===== src/rtl/dtg_pkg.sv =====
package dtg_pkg;
  localparam int unsigned NOM_TICKS  = 25;
  localparam int unsigned SLEW_TICKS = 5;
  localparam int unsigned FRAC_W     = 16;
  localparam int unsigned PER_W      = 20;

  function automatic longint sclamp(longint v, longint lim);
    if (v > lim) return lim;
    if (v < -lim) return -lim;
    return v;
  endfunction
endpackage


===== src/rtl/dtg_period_meter.sv =====
module dtg_period_meter #(
  parameter int unsigned PER_W  = 20,
  parameter int unsigned FRAC_W = 16
) (
  input  logic                     clk_i,
  input  logic                     rst_ni,
  input  logic                     en_i,
  input  logic [FRAC_W+1:0]        ptp_inc_i,
  input  logic [PER_W-1:0]         period_i,
  output logic                     bnd_o,
  output logic signed [PER_W+2:0]  drift_o
);
  localparam int unsigned PH_W  = PER_W + FRAC_W + 2;
  localparam int unsigned CNT_W = PER_W + 2;

  logic [PH_W-1:0]  phase_q, phase_n;
  logic [CNT_W-1:0] cnt_q, cnt_n;
  logic [CNT_W-1:0] ph_int;

  always_comb begin
    phase_n = phase_q + PH_W'(ptp_inc_i);
    ph_int  = phase_n[PH_W-1:FRAC_W];
    cnt_n   = (cnt_q == '1) ? cnt_q : cnt_q + CNT_W'(1);
    bnd_o   = en_i && (period_i != '0) && (ph_int >= {2'b00, period_i});
    // positive: PTP ran ahead of the scheduler
    drift_o = $signed({3'b000, period_i}) - $signed({1'b0, cnt_n});
  end

  always_ff @(posedge clk_i or negedge rst_ni) begin
    if (!rst_ni) begin
      phase_q <= '0;
      cnt_q   <= '0;
    end else if (!en_i) begin
      phase_q <= '0;
      cnt_q   <= '0;
    end else if (bnd_o) begin
      phase_q <= phase_n - {2'b00, period_i, {FRAC_W{1'b0}}};
      cnt_q   <= '0;
    end else begin
      phase_q <= phase_n;
      cnt_q   <= cnt_n;
    end
  end
endmodule


===== src/rtl/dtg_corr_bank.sv =====
module dtg_corr_bank #(
  parameter int unsigned DRIFT_W = 23,
  parameter int unsigned PEND_W  = 25,
  parameter int unsigned SLEW    = 5,
  parameter int unsigned SW      = 4
) (
  input  logic                       clk_i,
  input  logic                       rst_ni,
  input  logic                       en_i,
  input  logic                       bnd_i,
  input  logic signed [DRIFT_W-1:0]  drift_i,
  input  logic                       strobe_i,
  output logic signed [SW-1:0]       take_o,
  output logic signed [PEND_W-1:0]   pend_o
);
  localparam longint PMAX = (longint'(1) <<< (PEND_W - 1)) - 1;

  logic signed [PEND_W-1:0] pend_q, pend_d;
  longint take_l, acc;

  always_comb begin
    take_l = dtg_pkg::sclamp(longint'(pend_q), longint'(SLEW));
    take_o = en_i ? SW'(take_l) : '0;
    acc    = longint'(pend_q);
    if (strobe_i) acc = acc - take_l;
    if (bnd_i)    acc = acc + longint'(drift_i);
    acc    = dtg_pkg::sclamp(acc, PMAX);
    pend_d = en_i ? PEND_W'(acc) : '0;
  end

  always_ff @(posedge clk_i or negedge rst_ni) begin
    if (!rst_ni) pend_q <= '0;
    else         pend_q <= pend_d;
  end

  assign pend_o = pend_q;
endmodule


===== src/rtl/dtg_delta_ctr.sv =====
module dtg_delta_ctr #(
  parameter int unsigned NOM  = 25,
  parameter int unsigned SLEW = 5,
  parameter int unsigned SW   = 4
) (
  input  logic                  clk_i,
  input  logic                  rst_ni,
  input  logic                  en_i,
  input  logic signed [SW-1:0]  take_i,
  output logic                  strobe_o
);
  localparam int unsigned LEN_W = $clog2(NOM + SLEW + 1);

  logic [LEN_W-1:0] cnt_q, len_q, len_d;

  always_comb begin
    strobe_o = (cnt_q == len_q - LEN_W'(1));
    len_d    = en_i ? LEN_W'(int'(NOM) - int'(take_i)) : LEN_W'(NOM);
  end

  always_ff @(posedge clk_i or negedge rst_ni) begin
    if (!rst_ni) begin
      cnt_q <= '0;
      len_q <= LEN_W'(NOM);
    end else if (strobe_o) begin
      cnt_q <= '0;
      len_q <= len_d;
    end else begin
      cnt_q <= cnt_q + LEN_W'(1);
    end
  end
endmodule


===== src/rtl/dtg_delta_gen.sv =====
module dtg_delta_gen #(
  parameter int unsigned NOM_TICKS  = dtg_pkg::NOM_TICKS,
  parameter int unsigned SLEW_TICKS = dtg_pkg::SLEW_TICKS,
  parameter int unsigned FRAC_W     = dtg_pkg::FRAC_W,
  parameter int unsigned PER_W      = dtg_pkg::PER_W
) (
  input  logic               clk_i,
  input  logic               rst_ni,
  input  logic               en_i,
  input  logic [FRAC_W+1:0]  ptp_inc_i,
  input  logic [PER_W-1:0]   period_i,
  output logic               strobe_o
);
  localparam int unsigned DRIFT_W = PER_W + 3;
  localparam int unsigned PEND_W  = DRIFT_W + 2;
  localparam int unsigned SW      = $clog2(SLEW_TICKS + 1) + 1;

  logic                      bnd;
  logic signed [DRIFT_W-1:0] drift;
  logic signed [SW-1:0]      take;
  logic signed [PEND_W-1:0]  pend;

  dtg_period_meter #(.PER_W(PER_W), .FRAC_W(FRAC_W)) u_meter (
    .clk_i, .rst_ni, .en_i, .ptp_inc_i, .period_i,
    .bnd_o(bnd), .drift_o(drift)
  );

  dtg_corr_bank #(.DRIFT_W(DRIFT_W), .PEND_W(PEND_W), .SLEW(SLEW_TICKS), .SW(SW)) u_bank (
    .clk_i, .rst_ni, .en_i, .bnd_i(bnd), .drift_i(drift),
    .strobe_i(strobe_o), .take_o(take), .pend_o(pend)
  );

  dtg_delta_ctr #(.NOM(NOM_TICKS), .SLEW(SLEW_TICKS), .SW(SW)) u_ctr (
    .clk_i, .rst_ni, .en_i, .take_i(take), .strobe_o
  );
endmodule


===== config.mk =====
export PLATFORM = sky130hd
export DESIGN_NAME = dtg_delta_gen
export DESIGN_NICKNAME = d
export VERILOG_FILES = /design/src/rtl/dtg_pkg.sv /design/src/rtl/dtg_period_meter.sv /design/src/rtl/dtg_corr_bank.sv /design/src/rtl/dtg_delta_ctr.sv /design/src/rtl/dtg_delta_gen.sv
export SDC_FILE = /design/constraint.sdc
export NUM_CORES = 1
export LEC_CHECK = 0
export ABC_AREA = 1
export BUFFER_PORTS_ARGS = -buffer_cell sky130_fd_sc_hd__clkbuf_2
export CORE_ASPECT_RATIO = 0.7
export CORE_MARGIN = 2
export CORE_UTILIZATION = 30
export CTS_BUF_LIST = sky130_fd_sc_hd__clkbuf_4
export DETAILED_ROUTE_END_ITERATION = 8
export PLACE_DENSITY = 0.48
export SYNTH_ARGS = -nofsm -noshare
export SYNTH_HDL_FRONTEND = slang
export SYNTH_SLANG_ARGS = --single-unit

===== constraint.sdc =====
create_clock -name clk_i -period 9.5 [get_ports clk_i]
set_clock_uncertainty 0.1 [all_clocks]
set_input_delay 0.95 -clock clk_i [delete_from_list [all_inputs] [get_ports clk_i]]
set_output_delay 0.95 -clock clk_i [all_outputs]
set_load 0.01 [all_outputs]

==> run_summary.xml, run 1 <==
<?xml version="1.0" encoding="UTF-8"?>
<metrics>
  <group name="synth">
    <metric name="synthXorXnorAreaFrac" unit="">0.0708</metric>
    <metric name="synth_compound_gate_area_share" unit="">0.173</metric>
    <metric name="synthesis.area_per_instance" unit="um2">5.87</metric>
    <metric name="yosysWarnings" unit="">0</metric>
    <metric name="synth.mux.area_fraction" unit="">0</metric>
    <metric name="dominant_combinational_cell_family_by_area_after_synthesis" unit="">simple AND/OR/NAND/NOR gates</metric>
    <metric name="seq_area_frac_synth" unit="">0.150</metric>
    <metric name="synthArstFlopShare" unit="">1.00</metric>
    <metric name="synth.lib_cells_used.distinct" unit="">49</metric>
    <metric name="synth.area.top_cells" unit="">sky130_fd_sc_hd__nand2_1 17%, sky130_fd_sc_hd__dfrtp_1 15%, sky130_fd_sc_hd__ha_1 12%, sky130_fd_sc_hd__inv_1 8.7%, sky130_fd_sc_hd__nor2_1 7.8%</metric>
    <metric name="synthesis.nets" unit="">2901</metric>
    <metric name="yosys.area_share.adder" unit="">0.136</metric>
    <metric name="leading_area_contributor_after_synthesis" unit="">sky130_fd_sc_hd__nand2_1</metric>
    <metric name="synth-seq-cells" unit="">95</metric>
    <metric name="synth_area" unit="um2">15800</metric>
    <metric name="synth_edf_count" unit="">0</metric>
    <metric name="synthesis.instances" unit="">2696</metric>
    <metric name="synth_simple_gate_area_frac" unit="">0.365</metric>
    <metric name="synth_top_area_share" unit="">0.172</metric>
    <metric name="postSynth.topFlopCell" unit="">sky130_fd_sc_hd__dfrtp_1</metric>
  </group>
  <group name="sta">
    <metric name="final-setup-viol-count" unit="">0</metric>
    <metric name="worst_pin_slew" unit="ns">0.910</metric>
    <metric name="relSlewSlack" unit="">0.392</metric>
    <metric name="timing.final.crit_share" unit="">0.925</metric>
    <metric name="fin_tns_setup" unit="ns">0</metric>
    <metric name="post-route-min-period" unit="ns">8.79</metric>
    <metric name="grt_setup_unrepaired" unit="">no</metric>
    <metric name="achievable-frequency" unit="GHz">0.114</metric>
    <metric name="timing_max_transition_violations_final" unit="">0</metric>
    <metric name="timing_hold_violations_final" unit="">0</metric>
    <metric name="postLayoutSetupSlackWorst" unit="ns">0.711</metric>
  </group>
  <group name="clock_network">
    <metric name="clock_slew_seen_by_the_registers_of_the_worst_setup_and_hold_paths" unit="ns">0.18</metric>
    <metric name="number_of_sinks_on_the_clock_net" unit="">95</metric>
    <metric name="cts_tree" unit="">built</metric>
    <metric name="htree_num_levels" unit="">3</metric>
    <metric name="cts_root_buf" unit="">sky130_fd_sc_hd__clkbuf_4</metric>
    <metric name="clk-insertion-delay-late" unit="ns">0.55</metric>
    <metric name="clock_tree.buffer_depth" unit="">2</metric>
    <metric name="cts-buffers-inserted" unit="">9</metric>
  </group>
  <group name="worst_setup_path">
    <metric name="path_common_cell" unit="">sky130_fd_sc_hd__nand2_1</metric>
    <metric name="critical-path-slowest-cell" unit="">sky130_fd_sc_hd__ha_1</metric>
    <metric name="crit_type" unit="">reg2reg</metric>
    <metric name="worstPathMaxFanout" unit="">24</metric>
    <metric name="arrival" unit="ns">9.13</metric>
    <metric name="startpoint_type" unit="">flop</metric>
    <metric name="critPathCaptureType" unit="">flop</metric>
    <metric name="cp_data_required_time" unit="ns">9.84</metric>
    <metric name="slowest_delay" unit="ns">0.55</metric>
  </group>
  <group name="drt">
    <metric name="vias_per_cell" unit="">5.19</metric>
    <metric name="drt_first_iter_violations" unit="">1859</metric>
    <metric name="drt_first_pass_iters" unit="">6</metric>
    <metric name="vias" unit="">17700</metric>
    <metric name="avgRoutedWirePerCell" unit="um">18.1</metric>
    <metric name="post-route-drc-count" unit="">0</metric>
    <metric name="ant_nets" unit="">0</metric>
    <metric name="drt_wl_total" unit="um">61500</metric>
  </group>
  <group name="cells_and_area">
    <metric name="final_layout_fill_cell_count" unit="">5911</metric>
    <metric name="post_route_cells_drive_above_1_share" unit="">0.0401</metric>
    <metric name="post-route-cell-area" unit="um2">16900</metric>
    <metric name="synthToLayoutAreaGrowth" unit="%">6.81</metric>
    <metric name="num-nets-final" unit="">2919</metric>
  </group>
  <group name="floorplan">
    <metric name="die-width" unit="um">279</metric>
    <metric name="die_area" unit="um2">54600</metric>
    <metric name="floorplan.die.height" unit="um">196</metric>
    <metric name="design.portCount" unit="">42</metric>
    <metric name="design.core.area" unit="um2">52200</metric>
    <metric name="row_count" unit="">70</metric>
    <metric name="start_util" unit="">0.303</metric>
  </group>
  <group name="power">
    <metric name="peakVddDrop" unit="mV">0.165</metric>
    <metric name="power_density" unit="nW/um2">354</metric>
    <metric name="p_leak" unit="nW">8.32</metric>
  </group>
  <group name="grt">
    <metric name="grt.overflow.total" unit="">0</metric>
    <metric name="grt_use_total" unit="">0.224</metric>
    <metric name="vias_in_the_first_global_route" unit="">16100</metric>
    <metric name="maximum_number_of_pins_on_one_net_before_global_route_repair" unit="">54</metric>
    <metric name="antenna_found_initial" unit="">2</metric>
    <metric name="grt_first_pass_wirelength" unit="um">95200</metric>
  </group>
  <group name="place">
    <metric name="gpl_congestion" unit="">0.964</metric>
    <metric name="port_buffers" unit="">41</metric>
    <metric name="dp.final_hpwl" unit="um">51900</metric>
    <metric name="cell_area_after_placement" unit="um2">16800</metric>
    <metric name="dp_slack" unit="ns">1.00</metric>
  </group>
  <group name="outcome">
    <metric name="run_status" unit="">finished clean</metric>
  </group>
  <group name="hold_path">
    <metric name="worstHoldPathType" unit="">in2async</metric>
  </group>
  <group name="job">
    <metric name="max_cap_violation_count" unit="">0</metric>
  </group>
</metrics>
-- cell families (layout without fill, tap and decap cells) --
| group | Yosys count | count (layout) |
|---|---|---|
| AOI/OAI and AO/OA | 512 | 512 |
| adders and majority gates | 164 | 164 |
| and+or+nand+nor | 1372 | 1372 |
| DFF | 95 | 95 |
| other | 0 | 2 |
| buffers and inverters | 425 | 448 |
| xor gates and xnor gates | 128 | 128 |
-- placed cells by master (no fill, tap or decap), types with 20 or more instances in the layout --
cell type / synthesis / final
sky130_fd_sc_hd__nand2_1: 725 / 724
sky130_fd_sc_hd__clkbuf_2: 0 / 40
sky130_fd_sc_hd__nand3_1: 183 / 183
sky130_fd_sc_hd__nand3b_1: 22 / 22
sky130_fd_sc_hd__inv_1: 366 / 366
sky130_fd_sc_hd__xor2_1: 71 / 71
sky130_fd_sc_hd__xnor2_1: 57 / 57
sky130_fd_sc_hd__nor3_1: 20 / 20
sky130_fd_sc_hd__a21oi_1: 238 / 237
sky130_fd_sc_hd__ha_1: 151 / 151
sky130_fd_sc_hd__nor2_1: 327 / 327
sky130_fd_sc_hd__o21ai_0: 195 / 195
sky130_fd_sc_hd__dfrtp_1: 92 / 92
sky130_fd_sc_hd__nand4_1: 45 / 45
-- critical path, delay by kind of cell, from the launching register on --
family	cells	cell delay [ns]
flops	1	0.48
buf+inv	6	0.59
fa+ha+maj	4	1.67
compound gates	9	2.44
simple gates	26	3.40
-- power breakdown --
| part | leakage [nW] | internal, mW | total [mW] | switching, mW |
|---|---|---|---|---|
| Combinational | 7.04 | 1.60 | 5.05 | 3.45 |
| Sequential | 1.21 | 0.549 | 0.699 | 0.150 |
| Clock | 0.0625 | 0.0567 | 0.226 | 0.169 |
| Total | 8.32 | 2.21 | 5.98 | 3.77 |
-- layout make-up --
cell class	instances	area [um2]	share of cell area
tap	684	856	0.0506
antenna	2	5.00	0.000296
sequential	95	2380	0.141
clock inverter	7	56.3	0.00333
multi-input combinational	2176	11800	0.698
inverter	373	1400	0.0828
clock buffer	9	67.6	0.00400
timing repair buffer	59	343	0.0203
-- flip-flops by register name (all words and copies together) (netlist names) --
signal	flops
u_bank.pend_o	25
u_ctr.cnt_q	5
u_ctr.len_q	5
u_meter.cnt_q	22
u_meter.phase_q	38
-- through the flow --
stage / power, mW / instances / utilization / hold WS [ns]
after floorplan: 4.16 / 2696 / - / 0.374
after global placement: 5.62 / 3387 / 0.321 / 0.405
after detailed placement: 5.61 / 3387 / 0.321 / 0.410
after CTS: 5.86 / 3403 / 0.324 / 0.253
after global routing: 6.59 / 3405 / 0.324 / 0.283
final: 5.98 / 3405 / 0.324 / 0.274
-- layer usage --
metal	global-route usage	share of wire	vias up
li1	-	-	8863
met1	0.377	0.55	8136
met2	0.289	0.36	637
met3	0.0379	0.082	41
met4	0.0311	0.010	0
met5	0	0	-
-- synth_stat cells, drive strengths merged (2+ instances only) --
library cell and n:
o22ai 11, a211oi 2, nand3 185, a21boi 10
a22oi 2, clkinv 2, dfstp 3, a31oi 12
o211ai 3, fa 13, xnor2 57, a21o 8
a31o 2, nor2 327, or2 8, o21bai 10
inv 371, nor3 25, nand4 46, clkbuf 29
and2 5, o21a 9, nand2 731, or4 3
ha 151, dfrtp 92, a21oi 238, nand3b 22
xor2 71, buf 23, nor4 19, o21ai 199
-- repair_timing --
action,4_1_cts,5_1_grt
setup endpoints to repair,0,18
hold buffers,0,0
setup buffers,0,0
resized for setup,0,1
-- worst paths after layout --
path                            slack [ns]              start  depth (start not counted)                  end
max in group asynchronous             7.83             rst_ni                          2    u_bank.pend_o[22]
min in group clk_i                    0.43     u_ctr.cnt_q[0]                          1       u_ctr.cnt_q[0]
worst max register to register        0.71  u_bank.pend_o[14]                         45     u_bank.pend_o[0]
worst min-delay path                  0.27             rst_ni                          1  u_meter.phase_q[27]
worst max-delay path                  0.71  u_bank.pend_o[14]                         45     u_bank.pend_o[0]
worst min register to register        0.43     u_ctr.cnt_q[0]                          1       u_ctr.cnt_q[0]
Note: power is estimated with default switching activity, not from simulation.
==> run 2: changes to the inputs <==
--- a/config.mk
+++ b/config.mk
@@ -15,4 +15,5 @@
 export PLACE_DENSITY = 0.48
 export SYNTH_ARGS = -nofsm -noshare
 export SYNTH_HDL_FRONTEND = slang
+export SYNTH_HIERARCHICAL = 1
 export SYNTH_SLANG_ARGS = --single-unit
==> run 2 against run 1 <==
Compared with the run above: hold slack better by 0.0052 ns; synthesized area up 3.1%; total power up 4.4%; flip-flop and latch count unchanged; combinational power up 5.9%; sequential power down 3.7%; die area up 3.1%; via count up 2.1%; first-iteration DRC count up 6.0%; worst setup slack better by 0.68 ns; global-route usage down 0.41 points; core utilization down 0.056 points; critical path type unchanged; largest cell class unchanged; largest power group unchanged; highest routed layer is now met5.
==> run_summary.xml, run 2 <==
<?xml version="1.0" encoding="UTF-8"?>
<metrics>
  <group name="power">
    <metric name="peakVddDrop" unit="mV">0.138</metric>
    <metric name="design_power_total" unit="mW">6.24</metric>
    <metric name="p_leak" unit="nW">8.92</metric>
    <metric name="power_density" unit="nW/um2">359</metric>
  </group>
  <group name="cells_and_area">
    <metric name="num-nets-final" unit="">2982</metric>
    <metric name="synthToLayoutAreaGrowth" unit="%">6.43</metric>
    <metric name="post_route_cells_drive_above_1_share" unit="">0.0841</metric>
    <metric name="area.sequential" unit="um2">2380</metric>
    <metric name="multiInputGateArea" unit="um2">12200</metric>
    <metric name="largest_register_ff_count" unit="">38</metric>
    <metric name="post-route-cell-area" unit="um2">17400</metric>
    <metric name="layout.cells.most_common" unit="">sky130_fd_sc_hd__nand2_1</metric>
    <metric name="layout.cells.most_common_list" unit="">761 x sky130_fd_sc_hd__nand2_1, 360 x sky130_fd_sc_hd__inv_1, 319 x sky130_fd_sc_hd__nor2_1</metric>
    <metric name="regMostFlops" unit="">u_meter/phase_q</metric>
    <metric name="final_layout_fill_cell_count" unit="">6059</metric>
  </group>
  <group name="clock_network">
    <metric name="number_of_sinks_on_the_clock_net" unit="">95</metric>
    <metric name="hold_buffers" unit="">0</metric>
    <metric name="clk-insertion-delay-late" unit="ns">0.54</metric>
    <metric name="htree_num_levels" unit="">3</metric>
    <metric name="cts_post_setup_buffers_inserted" unit="">0</metric>
    <metric name="cts_root_buf" unit="">sky130_fd_sc_hd__clkbuf_4</metric>
    <metric name="cts-buffers-inserted" unit="">9</metric>
    <metric name="cts-resized-gates" unit="">0</metric>
    <metric name="clock_slew_seen_by_the_registers_of_the_worst_setup_and_hold_paths" unit="ns">0.17</metric>
    <metric name="clock_tree.buffer_depth" unit="">2</metric>
    <metric name="cts_tree" unit="">built</metric>
  </group>
  <group name="floorplan">
    <metric name="floorplan.die.height" unit="um">199</metric>
    <metric name="design.portCount" unit="">42</metric>
    <metric name="design.core.area" unit="um2">53700</metric>
    <metric name="die-width" unit="um">283</metric>
    <metric name="die_area" unit="um2">56300</metric>
    <metric name="start_util" unit="">0.304</metric>
    <metric name="row_count" unit="">71</metric>
  </group>
  <group name="drt">
    <metric name="vias" unit="">18100</metric>
    <metric name="avgRoutedWirePerCell" unit="um">17.4</metric>
    <metric name="drt_first_pass_iters" unit="">6</metric>
    <metric name="vias_per_cell" unit="">5.11</metric>
    <metric name="drt_wl_total" unit="um">61500</metric>
    <metric name="drt_first_iter_violations" unit="">1971</metric>
    <metric name="post-route-drc-count" unit="">0</metric>
    <metric name="ant_nets" unit="">0</metric>
  </group>
  <group name="synth">
    <metric name="synthesis.instances" unit="">2781</metric>
    <metric name="postSynth.topFlopCell" unit="">sky130_fd_sc_hd__dfrtp_1</metric>
    <metric name="synth_top_area_share" unit="">0.175</metric>
    <metric name="synth_common_cells" unit="">761 x sky130_fd_sc_hd__nand2_1, 360 x sky130_fd_sc_hd__inv_1, 319 x sky130_fd_sc_hd__nor2_1</metric>
    <metric name="synthesis.area_per_instance" unit="um2">5.87</metric>
    <metric name="synth_area" unit="um2">16300</metric>
    <metric name="cell_with_the_most_instances_after_synthesis" unit="">sky130_fd_sc_hd__nand2_1</metric>
    <metric name="synth.lib_cells_used.distinct" unit="">61</metric>
    <metric name="synth-seq-cells" unit="">95</metric>
    <metric name="synth.area.top_cells" unit="">sky130_fd_sc_hd__nand2_1 17%, sky130_fd_sc_hd__dfrtp_1 14%, sky130_fd_sc_hd__ha_1 11%, sky130_fd_sc_hd__inv_1 8.3%, sky130_fd_sc_hd__nor2_1 7.3%</metric>
    <metric name="seq_area_frac_synth" unit="">0.146</metric>
    <metric name="yosysWarnings" unit="">6</metric>
    <metric name="synthesis.nets" unit="">2963</metric>
    <metric name="synthArstFlopShare" unit="">1.00</metric>
    <metric name="leading_area_contributor_after_synthesis" unit="">sky130_fd_sc_hd__nand2_1</metric>
    <metric name="synth_edf_count" unit="">0</metric>
  </group>
  <group name="sta">
    <metric name="worst_pin_slew" unit="ns">0.905</metric>
    <metric name="timing_max_transition_violations_final" unit="">0</metric>
    <metric name="relSlewSlack" unit="">0.393</metric>
    <metric name="timing.final.crit_share" unit="">0.854</metric>
    <metric name="final-setup-viol-count" unit="">0</metric>
    <metric name="timing_hold_violations_final" unit="">0</metric>
    <metric name="hold_slack" unit="ns">0.279</metric>
    <metric name="postLayoutSetupSlackWorst" unit="ns">1.39</metric>
    <metric name="achievable-frequency" unit="GHz">0.123</metric>
    <metric name="post-route-min-period" unit="ns">8.11</metric>
    <metric name="grt_setup_unrepaired" unit="">no</metric>
    <metric name="fin_tns_setup" unit="ns">0</metric>
  </group>
  <group name="grt">
    <metric name="vias_in_the_first_global_route" unit="">16300</metric>
    <metric name="grt_use_total" unit="">0.220</metric>
    <metric name="maximum_number_of_pins_on_one_net_before_global_route_repair" unit="">56</metric>
    <metric name="grt_first_pass_wirelength" unit="um">95900</metric>
    <metric name="grt.overflow.total" unit="">0</metric>
    <metric name="antenna_found_initial" unit="">1</metric>
  </group>
  <group name="worst_setup_path">
    <metric name="slowest_delay" unit="ns">0.63</metric>
    <metric name="cp.buffers_inverters" unit="">4</metric>
    <metric name="timing.critical_path.max_delay_family" unit="">simple AND/OR/NAND/NOR gates</metric>
    <metric name="crit_type" unit="">reg2reg</metric>
    <metric name="critical-path-slowest-cell" unit="">sky130_fd_sc_hd__o311ai_0</metric>
    <metric name="worstPathMaxFanout" unit="">44</metric>
    <metric name="cp_data_required_time" unit="ns">9.83</metric>
    <metric name="startpoint_type" unit="">flop</metric>
    <metric name="critPathCaptureType" unit="">flop</metric>
    <metric name="arrival" unit="ns">8.44</metric>
    <metric name="path_common_cell" unit="">sky130_fd_sc_hd__nand2_1</metric>
  </group>
  <group name="place">
    <metric name="dp_slack" unit="ns">1.53</metric>
    <metric name="port_buffers" unit="">41</metric>
    <metric name="cell_area_after_placement" unit="um2">17300</metric>
    <metric name="gpl_congestion" unit="">1.01</metric>
    <metric name="dp.final_hpwl" unit="um">51800</metric>
  </group>
  <group name="hold_path">
    <metric name="worstHoldPathType" unit="">in2async</metric>
  </group>
  <group name="outcome">
    <metric name="run_status" unit="">finished clean</metric>
  </group>
  <group name="job">
    <metric name="max_cap_violation_count" unit="">0</metric>
  </group>
</metrics>
## run 2: cell types whose count changed in the layout (fill, tap and decap cells not counted), sizes merged, moves of 14 or more
| cell | delta |
|---|---|
| nand2 | +74 |
| nand3 | +51 |
| o21ai | -46 |
| nor2 | +38 |
| a21oi | -34 |
| inv | +19 |
| ha | -14 |
## run 2: path summary, 6_finish.rpt
check                               endpoint  slack [ns]             start  depth (start not counted)
setup / recovery            u_bank/pend_o[1]        1.39  u_meter/cnt_q[0]                         42
hold / removal              u_meter/cnt_q[1]        0.28            rst_ni                          1
setup reg to reg            u_bank/pend_o[1]        1.39  u_meter/cnt_q[0]                         42
hold reg to reg               u_ctr/len_q[4]        0.39    u_ctr/len_q[4]                          2
max in group asynchronous  u_bank/pend_o[10]        7.80            rst_ni                          2
min in group clk_i            u_ctr/len_q[4]        0.39    u_ctr/len_q[4]                          2
## run 2: worst register-to-register path, delay by kind of cell (launching register included)
family / cells / cell delay [ns]
AO/OA/AOI/OAI: 6 / 1.83
flip-flops: 1 / 0.45
buffers and inverters: 4 / 0.59
adder cells (fa/ha/maj): 3 / 1.17
AND/OR/NAND/NOR: 29 / 3.86
## run 2: layout make-up
type | count | share of cell area
antenna | 1 | 0.000144
clock buffer | 11 | 0.00475
clock inverter | 5 | 0.00151
inverter | 396 | 0.0860
multi-input combinational | 2249 | 0.702
sequential | 95 | 0.137
tap | 730 | 0.0526
timing repair buffer | 49 | 0.0161
## run 2: metal layers
| layer | up-vias | track usage | routed length (um) | part of all wire |
|---|---|---|---|---|
| li1 | 9111 | - | - | - |
| met1 | 8231 | 0.379 | 34700 | 0.56 |
| met2 | 696 | 0.263 | 20400 | 0.33 |
| met3 | 17 | 0.0553 | 6110 | 0.099 |
| met4 | 2 | 0.0176 | 201 | 0.0033 |
| met5 | - | 0.0106 | 77 | 0.0013 |
## run 2: logic make-up (layout without fill, tap and decap cells)
| logic type | after synthesis | after routing | share of synthesized area |
|---|---|---|---|
| XOR/XNOR | 106 | 106 | 0.0569 |
| buffers and inverters | 437 | 461 | 0.107 |
| AO/OA/AOI/OAI | 463 | 463 | 0.163 |
| AND/OR/NAND/NOR | 1537 | 1537 | 0.416 |
| other | 0 | 1 | 0 |
| adder cells (fa/ha/maj) | 141 | 141 | 0.110 |
| flip-flops | 95 | 95 | 0.146 |
| multiplexers | 2 | 2 | 0.00123 |
## run 2: stage by stage
stage	utilization	instances
3_5_place_dp	0.321	3519
4_1_cts	0.323	3535
6_report	0.323	3536
2_1_floorplan	-	2781
3_3_place_gp	0.321	3519
5_1_grt	0.323	3536
## run 2: power by group
group	total, mW	leakage (nW)	internal (mW)	switching [mW]
clock	0.210	0.0556	0.0570	0.153
combinational	5.35	7.65	1.66	3.69
sequential	0.673	1.22	0.533	0.140
